## config.mk

```make
export PLATFORM = sky130hd
export DESIGN_NAME = lsu_lane_align
export DESIGN_NICKNAME = d
export VERILOG_FILES = /design/src/rtl/lsu_align_pkg.sv /design/src/rtl/lsu_store_lanes.sv /design/src/rtl/lsu_req_stage.sv /design/src/rtl/lsu_load_extract.sv /design/src/rtl/lsu_lane_align.sv
export SDC_FILE = /design/constraint.sdc
export NUM_CORES = 1
export LEC_CHECK = 0
export BUFFER_PORTS_ARGS = -buffer_cell sky130_fd_sc_hd__buf_2
export CORE_ASPECT_RATIO = 1.2
export CORE_MARGIN = 2
export CORE_UTILIZATION = 35
export DETAILED_ROUTE_END_ITERATION = 8
export PLACE_DENSITY = 0.86
export SYNTH_ARGS = -nofsm -noshare
export SYNTH_HDL_FRONTEND = slang
export SYNTH_SLANG_ARGS = --single-unit
```

## constraint.sdc

```tcl
create_clock -name clk -period 2.09 [get_ports clk]
set_input_delay 0.209 -clock clk [delete_from_list [all_inputs] [get_ports clk]]
set_output_delay 0.209 -clock clk [all_outputs]
set_load 0.03 [all_outputs]
```

## src/rtl/lsu_align_pkg.sv

```systemverilog
package lsu_align_pkg;
   localparam int LANES = 4;

   typedef enum logic [1:0] {
      SZ_BYTE = 2'd0,
      SZ_HALF = 2'd1,
      SZ_WORD = 2'd2,
      SZ_RSVD = 2'd3
   } acc_size_e;

   // Alignment rule shared by the request path and the checks.
   function automatic logic is_misaligned(acc_size_e sz, logic [1:0] off);
      case (sz)
         SZ_BYTE: is_misaligned = 1'b0;
         SZ_HALF: is_misaligned = off[0];
         SZ_WORD: is_misaligned = |off;
         default: is_misaligned = 1'b1;
      endcase
   endfunction
endpackage

```

## src/rtl/lsu_store_lanes.sv

```systemverilog
module lsu_store_lanes
   import lsu_align_pkg::*;
#(
   parameter int LANE_W = 8,
   localparam int DATA_W = LANES * LANE_W
) (
   input  logic              clk,
   input  logic              rst_n,
   input  logic              valid,
   input  logic              is_store,
   input  acc_size_e         size,
   input  logic [1:0]        off,
   input  logic [DATA_W-1:0] wdata,
   output logic [LANES-1:0]  be,
   output logic              we,
   output logic [DATA_W-1:0] lane_data,
   output logic              misaligned
);
   logic mis_raw;

   assign mis_raw    = is_misaligned(size, off);
   assign misaligned = valid & mis_raw;
   assign we         = valid & is_store & ~mis_raw;

   // Lane i (i = LANES-1 is the most significant) holds the byte at offset LANES-1-i.
   for (genvar i = 0; i < LANES; i++) begin : g_lane
      logic              hit_byte;
      logic              hit_half;
      logic              lane_on;
      logic [LANE_W-1:0] src;

      assign hit_byte = (off == 2'(LANES - 1 - i));
      assign hit_half = off[1] ? (i < 2) : (i >= 2);

      always_comb begin
         lane_on = 1'b0;
         src     = wdata[LANE_W-1:0];
         case (size)
            SZ_BYTE: begin
               lane_on = hit_byte;
               src     = wdata[LANE_W-1:0];
            end
            SZ_HALF: begin
               lane_on = hit_half;
               src     = (i % 2 == 1) ? wdata[2*LANE_W-1:LANE_W] : wdata[LANE_W-1:0];
            end
            SZ_WORD: begin
               lane_on = 1'b1;
               src     = wdata[i*LANE_W +: LANE_W];
            end
            default: lane_on = 1'b0;
         endcase
      end

      assign be[i] = valid & ~mis_raw & lane_on;
      assign lane_data[i*LANE_W +: LANE_W] = be[i] ? src : '0;
   end

   // a misaligned request never reaches memory
   assert_misaligned_quiet_R5: assert property (@(posedge clk) disable iff (!rst_n)
      misaligned |-> (be == '0) && !we);

   // no request, no lanes
   assert_idle_no_lanes_R1: assert property (@(posedge clk) disable iff (!rst_n)
      !valid |-> (be == '0) && !we);

   // a byte access touches exactly one lane
   assert_byte_one_lane_R2: assert property (@(posedge clk) disable iff (!rst_n)
      (valid && size == SZ_BYTE) |-> ($countones(be) == 1) && !misaligned);

   // an aligned word touches all lanes
   assert_word_all_lanes_R4: assert property (@(posedge clk) disable iff (!rst_n)
      (valid && size == SZ_WORD && off == 2'b00) |-> (be == '1));

   // a half word touches two lanes or none
   assert_half_two_lanes_R3: assert property (@(posedge clk) disable iff (!rst_n)
      (valid && size == SZ_HALF) |-> ($countones(be) == (misaligned ? 0 : 2)));
endmodule

```

## src/rtl/lsu_req_stage.sv

```systemverilog
module lsu_req_stage
   import lsu_align_pkg::*;
(
   input  logic       clk,
   input  logic       rst_n,
   input  logic       valid,
   input  logic       is_store,
   input  logic       mis,
   input  acc_size_e  size,
   input  logic       sgn,
   input  logic [1:0] off,
   output logic       ld_vld_q,
   output acc_size_e  size_q,
   output logic       sgn_q,
   output logic [1:0] off_q
);
   logic capture;

   assign capture = valid & ~is_store & ~mis;

   always_ff @(posedge clk or negedge rst_n) begin
      if (!rst_n) begin
         ld_vld_q <= 1'b0;
         size_q   <= SZ_BYTE;
         sgn_q    <= 1'b0;
         off_q    <= 2'b00;
      end else begin
         ld_vld_q <= capture;
         if (capture) begin
            size_q <= size;
            sgn_q  <= sgn;
            off_q  <= off;
         end
      end
   end

   // a response only follows an aligned load
   assert_rsp_after_load_R6: assert property (@(posedge clk) disable iff (!rst_n)
      ld_vld_q |-> $past(valid && !is_store && !mis));

   // stores and misaligned loads produce no response
   assert_no_rsp_for_store_R6: assert property (@(posedge clk) disable iff (!rst_n)
      (valid && (is_store || mis)) |=> !ld_vld_q);
endmodule

```

## src/rtl/lsu_load_extract.sv

```systemverilog
module lsu_load_extract
   import lsu_align_pkg::*;
#(
   parameter int LANE_W       = 8,
   parameter bit HALF_ZEXT_EN = 1'b1,
   localparam int DATA_W = LANES * LANE_W,
   localparam int HALF_W = 2 * LANE_W
) (
   input  logic              clk,
   input  logic              rst_n,
   input  logic              valid,
   input  acc_size_e         size,
   input  logic              sgn,
   input  logic [1:0]        off,
   input  logic [DATA_W-1:0] rdata,
   output logic [DATA_W-1:0] data
);
   logic [1:0]        lane_idx;
   logic [LANE_W-1:0] byte_sel;
   logic [HALF_W-1:0] half_sel;
   logic              byte_fill;
   logic              half_fill;

   assign lane_idx = 2'(LANES - 1) - off;
   assign byte_sel = rdata[lane_idx*LANE_W +: LANE_W];
   assign half_sel = off[1] ? rdata[HALF_W-1:0] : rdata[DATA_W-1:HALF_W];
   assign byte_fill = sgn & byte_sel[LANE_W-1];

   if (HALF_ZEXT_EN) begin : g_half_opt
      assign half_fill = sgn & half_sel[HALF_W-1];
   end else begin : g_half_sext
      assign half_fill = half_sel[HALF_W-1];
   end

   always_comb begin
      case (size)
         SZ_BYTE: data = {{(DATA_W-LANE_W){byte_fill}}, byte_sel};
         SZ_HALF: data = {{(DATA_W-HALF_W){half_fill}}, half_sel};
         default: data = rdata;
      endcase
   end

   // unsigned byte loads carry zeros above the byte
   assert_ubyte_zero_R7: assert property (@(posedge clk) disable iff (!rst_n)
      (valid && size == SZ_BYTE && !sgn) |-> (data[DATA_W-1:LANE_W] == '0));

   // signed byte loads replicate the top bit of the byte
   assert_sbyte_copies_R7: assert property (@(posedge clk) disable iff (!rst_n)
      (valid && size == SZ_BYTE && sgn) |->
         (data[DATA_W-1:LANE_W] == {(DATA_W-LANE_W){data[LANE_W-1]}}));

   // signed half loads replicate bit 15
   assert_shalf_copies_R8: assert property (@(posedge clk) disable iff (!rst_n)
      (valid && size == SZ_HALF && sgn) |->
         (data[DATA_W-1:HALF_W] == {(DATA_W-HALF_W){data[HALF_W-1]}}));

   // word loads pass straight through
   assert_word_pass_R10: assert property (@(posedge clk) disable iff (!rst_n)
      (valid && size == SZ_WORD) |-> (data == rdata));
endmodule

```

## src/rtl/lsu_lane_align.sv

```systemverilog
module lsu_lane_align
   import lsu_align_pkg::*;
#(
   parameter int ADDR_W       = 32,
   parameter int LANE_W       = 8,
   parameter bit HALF_ZEXT_EN = 1'b1,
   localparam int DATA_W = LANES * LANE_W
) (
   input  logic              clk,
   input  logic              rst_n,
   input  logic              req_valid,
   input  logic              req_store,
   input  logic [ADDR_W-1:0] req_addr,
   input  logic [1:0]        req_size,
   input  logic              req_signed,
   input  logic [DATA_W-1:0] req_wdata,
   output logic [LANES-1:0]  mem_be,
   output logic              mem_we,
   output logic [DATA_W-1:0] mem_wdata,
   output logic              req_misaligned,
   input  logic [DATA_W-1:0] mem_rdata,
   output logic              rsp_valid,
   output logic [DATA_W-1:0] rsp_data
);
   if (ADDR_W < 2) begin : g_bad_addr
      $error("lsu_lane_align: ADDR_W must cover the two offset bits");
   end
   if (LANE_W < 2) begin : g_bad_lane
      $error("lsu_lane_align: LANE_W must be at least 2");
   end

   acc_size_e  sz;
   logic [1:0] off;
   acc_size_e  size_q;
   logic       sgn_q;
   logic [1:0] off_q;
   logic       ld_vld_q;

   assign sz  = acc_size_e'(req_size);
   assign off = req_addr[1:0];

   lsu_store_lanes #(.LANE_W(LANE_W)) u_store (
      .clk        (clk),
      .rst_n      (rst_n),
      .valid      (req_valid),
      .is_store   (req_store),
      .size       (sz),
      .off        (off),
      .wdata      (req_wdata),
      .be         (mem_be),
      .we         (mem_we),
      .lane_data  (mem_wdata),
      .misaligned (req_misaligned)
   );

   lsu_req_stage u_stage (
      .clk      (clk),
      .rst_n    (rst_n),
      .valid    (req_valid),
      .is_store (req_store),
      .mis      (req_misaligned),
      .size     (sz),
      .sgn      (req_signed),
      .off      (off),
      .ld_vld_q (ld_vld_q),
      .size_q   (size_q),
      .sgn_q    (sgn_q),
      .off_q    (off_q)
   );

   lsu_load_extract #(.LANE_W(LANE_W), .HALF_ZEXT_EN(HALF_ZEXT_EN)) u_load (
      .clk   (clk),
      .rst_n (rst_n),
      .valid (ld_vld_q),
      .size  (size_q),
      .sgn   (sgn_q),
      .off   (off_q),
      .rdata (mem_rdata),
      .data  (rsp_data)
   );

   assign rsp_valid = ld_vld_q;

   // the write strobe only follows an aligned store
   assert_we_only_aligned_store_R5: assert property (@(posedge clk) disable iff (!rst_n)
      mem_we |-> req_valid && req_store && !req_misaligned);
endmodule

```

# After elaboration in Yosys (flattened, before gate mapping)
# Cells that the tools add are included.
# Widths: inputs -> output; s select.
classes:
  n_shift: 1
  n_reduce_logical: 5
  mux: 16
  bitwise: 15
  eq_ne: 6
  n_addsub: 1
ops:
  columns: ["operator", "n"]
  rows:
  - ["$pmux 32 s2", 1]
  - ["$mux 8", 6]
  - ["$shiftx 32x6->8", 1]
  - ["$mux 16", 1]
  - ["$pmux 8 s2", 1]
  - ["$pmux 1 s3", 5]
  - ["$and 1x1->1", 12]
  - ["$eq 2x1->1 const B", 3]
  - ["$eq 2x2->1 const B", 3]
  - ["$logic_not 2->1", 3]
  - ["$reduce_or 2->1", 2]
  - ["$not 1->1", 3]
  - ["$mux 1", 2]
  - ["$sub 2x2->2 const A", 1]
totals:
  output_inout_bits: 71
  input_bits: 103
  register_bits: 6
  wordCells: 48

# Logic depth before layout (Yosys ltp)
# Gate-level depths: netlist of run 1.
logic_depth:
  ltp_word: 6
  ltp_mapped: 7
  mapped_depth_nobuf: 6

# Cells and area by module
# Synthesis of run 1 repeated with hierarchy kept, for this count alone.
unflattened:
  hier_cells: 210
  area_unflattened_um2: 1687.9
by_module_without_submodules:
  columns: ["mod", "area_per_inst_um2", "n_inst", "cells_each", "seq_area_each_um2"]
  rows:
  - ["lsu_store_lanes", 753.2, 1, 97, 0.0]
  - ["lsu_load_extract", 709.4, 1, 101, 0.0]
  - ["lsu_req_stage", 225.2, 1, 12, 150.1]

# Worst setup path before layout of run 1
# OpenSTA, ideal clock, no wires.
synth_timing:
  path_type: "input -> output"
  start: "input req_size[0]"
  end: "output mem_wdata[24]"
  path_slack_ns: 0.001
  n_path_buf: 2
  arrival_time_ns: 1.880
  path_stages: 6
  path_cell_list: "inv_1 -> ha_1 -> buf_2 -> clkbuf_1 -> nor2_1 -> a211oi_1"
synth_via:
  elab_chain_len: 6
  word_cells_on_any_way: 10
synth_lines:
  columns: ["element", "line", "source"]
  rows:
  - ["from (decl)", "lsu_lane_align.sv:14", "input logic [1:0] req_size,"]
  - ["$eq 2x2->1 (tied with other cells)", "lsu_align_pkg.sv:13, lsu_store_lanes.sv:38", null]
  - ["$pmux 1 s3", "lsu_align_pkg.sv:13", "case (sz)"]
  - ["$not 1->1", "lsu_store_lanes.sv:55", "assign be[i] = valid & ~mis_raw & lane_on;"]
  - ["$and 1x1->1 (2 in a row)", "lsu_store_lanes.sv:55", null]
  - ["$mux 8 (*)", "lsu_store_lanes.sv:56", "assign lane_data[i*LANE_W +: LANE_W] = be[i] ? src : '0;"]
  - ["to (decl)", "lsu_lane_align.sv:19", "output logic [DATA_W-1:0] mem_wdata,"]
# Mark *: on every way between the ends. The rest lies on a longest branch, timed or not.

# Final worst setup path of run 1
layout_timing:
  start: "register u_stage.off_q[1]"
  end: "output rsp_data[21]"
layout_via:
  elab_chain_len: 4
  word_cells_on_any_way: 6
layout_lines:
  columns: ["element", "line", "source"]
  rows:
  - ["from (decl)", "lsu_req_stage.sv:15", "output logic [1:0] off_q"]
  - ["from (signal assigned)", "lsu_req_stage.sv:26", "off_q <= 2'b00;"]
  - ["from (signal assigned)", "lsu_req_stage.sv:32", "off_q <= off;"]
  - ["$sub 2x2->2", "lsu_load_extract.sv:24", "assign lane_idx = 2'(LANES - 1) - off;"]
  - ["$shiftx 32x6->8", "lsu_load_extract.sv:25", "assign byte_sel = rdata[lane_idx*LANE_W +: LANE_W];"]
  - ["$and 1x1->1", "lsu_load_extract.sv:27", "assign byte_fill = sgn & byte_sel[LANE_W-1];"]
  - ["$pmux 32 s2 (*)", "lsu_load_extract.sv:36", "case (size)"]
  - ["to (decl)", "lsu_lane_align.sv:23", "output logic [DATA_W-1:0] rsp_data"]
# Marks and branches as above.

==> metrics.md, run 1 <==
| Metric | Value |
|---|---|
| Final WS setup | `75.3 ps` |
| Iter 0 DRT Violations | `84` |
| Largest family of logic cells by synthesized area | `compound AO/OA/AOI/OAI gates` |
| Fin crit period | `2010 ps` |
| Max Cap Viol | `0` |
| IO buf count | `~140` |
| Vias in the first global route | `2,052` |
| Worst path slowest cell | `dfrtp_1` |
| First-pass GRT wire length | `~9000 µm` |
| Pre-CTS WS | `23.3 ps` |
| Final std cells w/o fill | `424` |
| H-tree levels | `1` |
| CTS sink cnt | `6` |
| Die Ht | `76.9 µm` |
| Sequential fraction of the synthesis area | `0.0969` |
| Routed wire length | `5650 µm` |
| Placed Instances | `417` |
| XOR/XNOR Fraction of Synth Area | `0` |
| Synth area leader | `mux2i_1` |
| Synth top area share | `0.110` |
| Leak pwr | `~1.4 nW` |
| Reg clk slew, reported paths | `40 ps` |
| Syn Inst Count | `226` |
| Clk pwr share | `0.094` |
| Crit path launch type | `register` |
| Ys flop type | `dfrtp_1` |
| Nets@finish | `477` |
| Top delay family on crit path | `flip-flops` |
| Util after Layout | `0.567` |
| Die width | `64.8 µm` |
| PwrDens | `749 mW/mm²` |
| Crit-path cells | `mux2_4 -> a31oi_1 -> and3_1 -> buf_6 -> a21oi_1 -> buf_2` |
| HP Start | `req_signed` |
| Hold Crit Class | `input port to register` |
| Combinational power share | `0.802` |
| Final Setup Violations | `0` |
| CTS Buf Count | `3` |
| Critical path class | `register to output pin` |
| Synth Net Count | `333` |
| Drc violations | `0` |
| ANT nets after route | `0` |
| Async SR Flop Fraction | `1.00` |
| Post-synthesis compound-gate area fraction | `0.385` |
| Synth Warn # | `0` |
| Top cells by count, synth | `nor2_1, inv_1, mux2i_1` |
| Cell variety after synth | `39` |
| Internal power | `0.760 mW` |
| Largest net degree at the start of global routing | `25` |
| FF+latch count, synth | `6` |
| Fillers | `382` |
| First-pass DRT Iterations | `5` |
| Relative max-transition margin | `0.723` |
| Design area | `between 0.002 and 0.0025 mm²` |
| Final Hold Viols | `0` |
| Total negative slack | `0 ps` |
| Share of cells above drive strength 1 | `0.489` |
| Count leader, synth | `nor2_1` |
| HPWL after DPL | `4630 µm` |
| Buf+Inv Stages, Crit Path | `2` |
| Synthesized area | `0.00155 mm²` |
| GRT Total Usage | `0.216` |
| Worst r2r src | `u_stage.size_q[1]` |
| Sequential Power Share | `0.104` |
| CP endpoint kind | `output pin` |
| Area contributors post-synth | `mux2i_1, dfrtp_1, a22oi_1` |
| Final period util | `0.964` |
| Antenna violations before repair | `0` |
| P_sw | `1.05 mW` |
| Worst-Skew Late Latency | `roughly 220 ps` |
| Crit. Startpoint | `u_stage.off_q[1]` |
| Placed Area | `~0.0023 mm²` |
| CP max stage delay | `430 ps` |
| Setup Skew | `0 ps` |
| Post-synth EDFFs | `0` |
| Mean number of vias per cell | `between 5 and 6` |
| Die area | `0.00498 mm²` |
| Core ar. | `0.00426 mm²` |
| CP Max Fanout | `16` |
| CP required | `1880 ps` |
| Highest clock rate | `~0.5 GHz` |
| Outcome | `finished, final reports clean` |
| Max-slew violations | `0` |
| IO Pins | `roughly 170` |
| Routed via count | `roughly 2,200` |
| Site Rows | `26` |
| Worst-Margin Slew | `416 ps` |
| GP Congestion | `0.824` |
| Antenna Cells | `0` |
| Switching share of power | `0.580` |
| TritonCTS clock tree | `built` |
| Drt wl/cell | `approximately 13 µm` |
| Post-synthesis mux area share | `0.163` |
| Worst IR Drop VDD | `0.322 mV` |
| Post-Synth Adder-Cell Area | `0.0323` |
| Area Growth Syn to Fin | `55.9%` |
| Critical path arrival | `1810 ps` |
| RSZ-0062 raised after global routing | `false` |
| Root Driver | `clkbuf_8` |
| Gr ovfl total | `0` |
| Syn avg cell area | `just under 7 µm²` |
| Maximum buffer depth of the clock tree | `2` |
| Simple-Gate Fraction of Synth Area | `0.194` |
| Initial Util | `0.364` |
## power groups by stage
stage	registers, mW	clock network, mW	logic (mW)
6_report	0.189	0.170	1.45
5_1_grt	0.193	0.183	1.55
4_1_cts	0.187	0.175	1.42
3_5_place_dp	0.187	0	1.42
3_3_place_gp	0.187	0	1.39
2_1_floorplan	0.164	0	1.07
## final cells by class
class | count | area (µm²) | area share
Clock buffer | 3 | 41.3 | 0.0171
Inverter | 24 | 90.1 | 0.0373
Multi-Input combinational cell | 177 | 1220 | 0.504
Sequential cell | 6 | 150 | 0.0621
Tap cell | 56 | 70.1 | 0.0290
Timing Repair Buffer | 158 | 847 | 0.350
## stage by stage
stage / hold slack, ps / total power [mW]
floorplan: -86.6 / 1.23
global placement: 31.4 / 1.58
detailed placement: 34.3 / 1.60
CTS: 217 / 1.79
global route: 220 / 1.93
finish: 215 / 1.81
## cells in the final DEF, fill, tap and decap left out, types with 8 or more instances in the layout
cell / netlist / final
buf_2: 6 / 143
nand2_1: 13 / 13
inv_1: 24 / 24
buf_4: 0 / 12
o21ai_0: 14 / 14
nor2_1: 26 / 25
and2_1: 10 / 10
a21oi_1: 16 / 15
a211oi_1: 8 / 8
a22oi_1: 14 / 14
mux2i_1: 17 / 17
a21oi_2: 10 / 11
## logic make-up after synthesis
kind of cell	Yosys count
buffers and inverters	43
DFF	6
adders and majority gates	4
and+or+nand+nor	63
AOI/OAI and AO/OA	86
muxes	24
## final timing paths
check | endpoint | slack (ps) | cells past startpoint
max in group asynchronous | u_stage.size_q[0] | 1600 | 2
min in group asynchronous | u_stage.off_q[0] | 350 | 2
max reg2reg | u_stage.size_q[1] | 1110 | 1
min | u_stage.sgn_q | 220 | 2
min reg2reg | u_stage.off_q[1] | 620 | 1
max | rsp_data[21] | 80 | 6
## layer usage
layer	routed length (µm)	GRT usage	up-vias
met4	15	0.0362	0
met2	2990	0.432	123
met3	476	0.0249	2
met5	0	0	-
met1	2160	0.238	986
li1	-	-	1088
## state kept, by name, summed over array words and instances (netlist names)
name              count
u_stage.sgn_q         1
u_stage.off_q         2
u_stage.size_q        2
u_stage.ld_vld_q      1
## what timing repair did
action / CTS / global route
buffers inserted: 0 / 3
endpoints found under the hold margin: 6 / 0
pin swaps: 0 / 2
gates resized for setup: 1 / 5
endpoints found under the setup margin: 1 / 44
hold buffers: 1 / 0
(Power assumes the default switching activity.)
==> inputs of run 2 (changes only) <==
- CORE_ASPECT_RATIO: 1.2 -> 0.6
- CORE_MARGIN: 2 -> unset
==> run 2 against run 1 <==
Compared with the run above:
- via count increased by 0.77%
- critical path depth stayed put
- clock-buffer cell count stayed put
- hold slack lost 8.7 ps
- die area fell by 5.5%
- non-clock buffer count is 3 higher
- largest cell class unchanged
- setup slack got worse by 11 ps
- first-iteration DRC count is 87% higher
- sequential share of layout area barely moved
- cell count increased by 1.7%
- global-route usage is 1.3 points higher
==> metrics.md, run 2 (synthesis gave the netlist of run 1 again) <==
| Metric | Value |
|---|---|
| Gr ovfl total | `0` |
| Die width | `87.9 µm` |
| Root Driver | `clkbuf_8` |
| Worst-Margin Slew | `419 ps` |
| Mean number of vias per cell | `about 5.1` |
| Design area | `0.00244 mm²` |
| Site Rows | `18` |
| CTS sink cnt | `6` |
| Critical path arrival | `approximately 1800 ps` |
| Pre-CTS WS | `59.8 ps` |
| Worst IR Drop VDD | `around 0.31 mV` |
| Vias in the first global route | `1,780` |
| Antenna violations before repair | `0` |
| GRT Total Usage | `0.229` |
| Core ar. | `0.00417 mm²` |
| IO buf count | `about 140` |
| H-tree levels | `1` |
| Sequential Power Share | `0.105` |
| Routed via count | `2,216` |
| Crit path launch type | `register` |
| Worst hold margin | `207 ps` |
| Worst-Skew Late Latency | `220 ps` |
| Final Hold Viols | `0` |
| Top Registers | `u_stage.off_q x2, u_stage.size_q x2` |
| Share of cells above drive strength 1 | `0.496` |
| Placed Area | `0.00235 mm²` |
| Highest clock rate | `between 0.4 and 0.5 GHz` |
| Max-slew violations | `0` |
| CTS Buf Count | `3` |
| Internal power | `0.791 mW` |
| Reg clk slew, reported paths | `40 ps` |
| Nets@finish | `between 400 and 500` |
| Drc violations | `0` |
| TritonCTS clock tree | `built` |
| Final period util | `0.969` |
| Final WS setup | `between 60 and 70 ps` |
| Fin crit period | `~2000 ps` |
| Clk pwr share | `0.092` |
| Routed wire length | `5880 µm` |
| Leading cell type in the layout, fill and taps excluded | `buf_2` |
| Outcome | `finished, final reports clean` |
| Die Ht | `53.6 µm` |
| ANT nets after route | `0` |
| Fillers | `between 300 and 400` |
| Final std cells w/o fill | `431` |
| Initial Util | `0.372` |
| Leak pwr | `~1.4 nW` |
| Commonest non-fill, non-tap cells in the layout | `buf_2, nor2_1, inv_1, mux2i_1, buf_4` |
| Area Growth Syn to Fin | `57.7%` |
| Die area | `0.00471 mm²` |
| Drt wl/cell | `13.6 µm` |
| Antenna Cells | `0` |
| Max Cap Viol | `0` |
| CP endpoint kind | `output pin` |
| PwrDens | `between 700 and 800 mW/mm²` |
| HPWL after DPL | `about 4700 µm` |
| Final Power | `1.86 mW` |
| Relative max-transition margin | `0.720` |
| P_sw | `1.07 mW` |
| Final Setup Violations | `0` |
| Switching share of power | `0.575` |
| Critical path class | `register to output pin` |
| Hold Crit Class | `input port to register` |
| Placed Instances | `424` |
| CP required | `1880 ps` |
| First-pass DRT Iterations | `5` |
| Combinational power share | `0.803` |
| Maximum buffer depth of the clock tree | `2` |
| IO Pins | `~170` |
| CP Max Fanout | `4` |
| Largest net degree at the start of global routing | `24` |
| Setup Skew | `0 ps` |
| Iter 0 DRT Violations | `around 160` |
| GP Congestion | `0.859` |
| First-pass GRT wire length | `8370 µm` |
run 2: cell count changes in the layout (fill, tap and decap cells not counted):
cell / previous run / this run
and3_1: 1 / 0
and3_4: 0 / 1
buf_2: 143 / 142
buf_4: 12 / 16
buf_6: 1 / 0
clkbuf_4: 0 / 1
dfrtp_1: 6 / 5
dfrtp_2: 0 / 1
nor3_1: 1 / 2
nor3_2: 1 / 0
run 2: critical path, stage by stage (launching register included):
cell	delay, ps
dfrtp_1	430
mux2_1	260
nand4_1	190
and3_4	230
buf_4	140
a21oi_1	140
clkbuf_4	210
run 2: worst paths after layout:
kind	start	endpoint	slack, ps	depth (start not counted)
worst max-delay path	u_stage.off_q[1]	rsp_data[23]	60	6
worst min-delay path	req_signed	u_stage.sgn_q	210	2
worst max register to register	u_stage.size_q[1]	u_stage.size_q[1]	880	2
worst min register to register	u_stage.sgn_q	u_stage.sgn_q	630	1
max in group asynchronous	rst_n	u_stage.size_q[0]	1590	2
min in group asynchronous	rst_n	u_stage.off_q[0]	340	2
run 2: cell type report:
| type | count | area (µm²) | area share |
|---|---|---|---|
| clock buffer | 3 | 41.3 | 0.0169 |
| timing repair buffer | 161 | 868 | 0.355 |
| inverter | 24 | 90.1 | 0.0368 |
| multi-input combinational | 177 | 1220 | 0.498 |
| sequential | 6 | 151 | 0.0619 |
| tap | 60 | 75.1 | 0.0307 |
run 2: power groups by stage:
| stage | clock (mW) | sequential (mW) | combinational, mW |
|---|---|---|---|
| 2_1_floorplan | 0 | 0.164 | 1.07 |
| 3_3_place_gp | 0 | 0.188 | 1.42 |
| 3_5_place_dp | 0 | 0.191 | 1.45 |
| 4_1_cts | 0.174 | 0.191 | 1.45 |
| 5_1_grt | 0.180 | 0.197 | 1.61 |
| 6_report | 0.171 | 0.196 | 1.50 |
run 2: metal layers:
layer,GRT usage,vias up,wire length [µm]
li1,-,1100,-
met1,0.320,1010,2580
met2,0.372,98,2790
met3,0.0322,8,423
met4,0.0628,0,80
met5,0,-,0
run 2: timing repair:
item	4_1_cts	5_1_grt
endpoints found under the setup margin	5	45
gates resized for setup	1	6
hold buffers	1	0
hold endpoints to repair	6	0
pin swaps	1	1
setup buffers	0	3
run 2: per-stage QoR:
step | TNS, ps | utilization
6_report | 0 | 0.587
5_1_grt | -29.5 | 0.587
4_1_cts | 0 | 0.577
3_5_place_dp | 0 | 0.564
3_3_place_gp | 0 | 0.564
2_1_floorplan | 0 | -
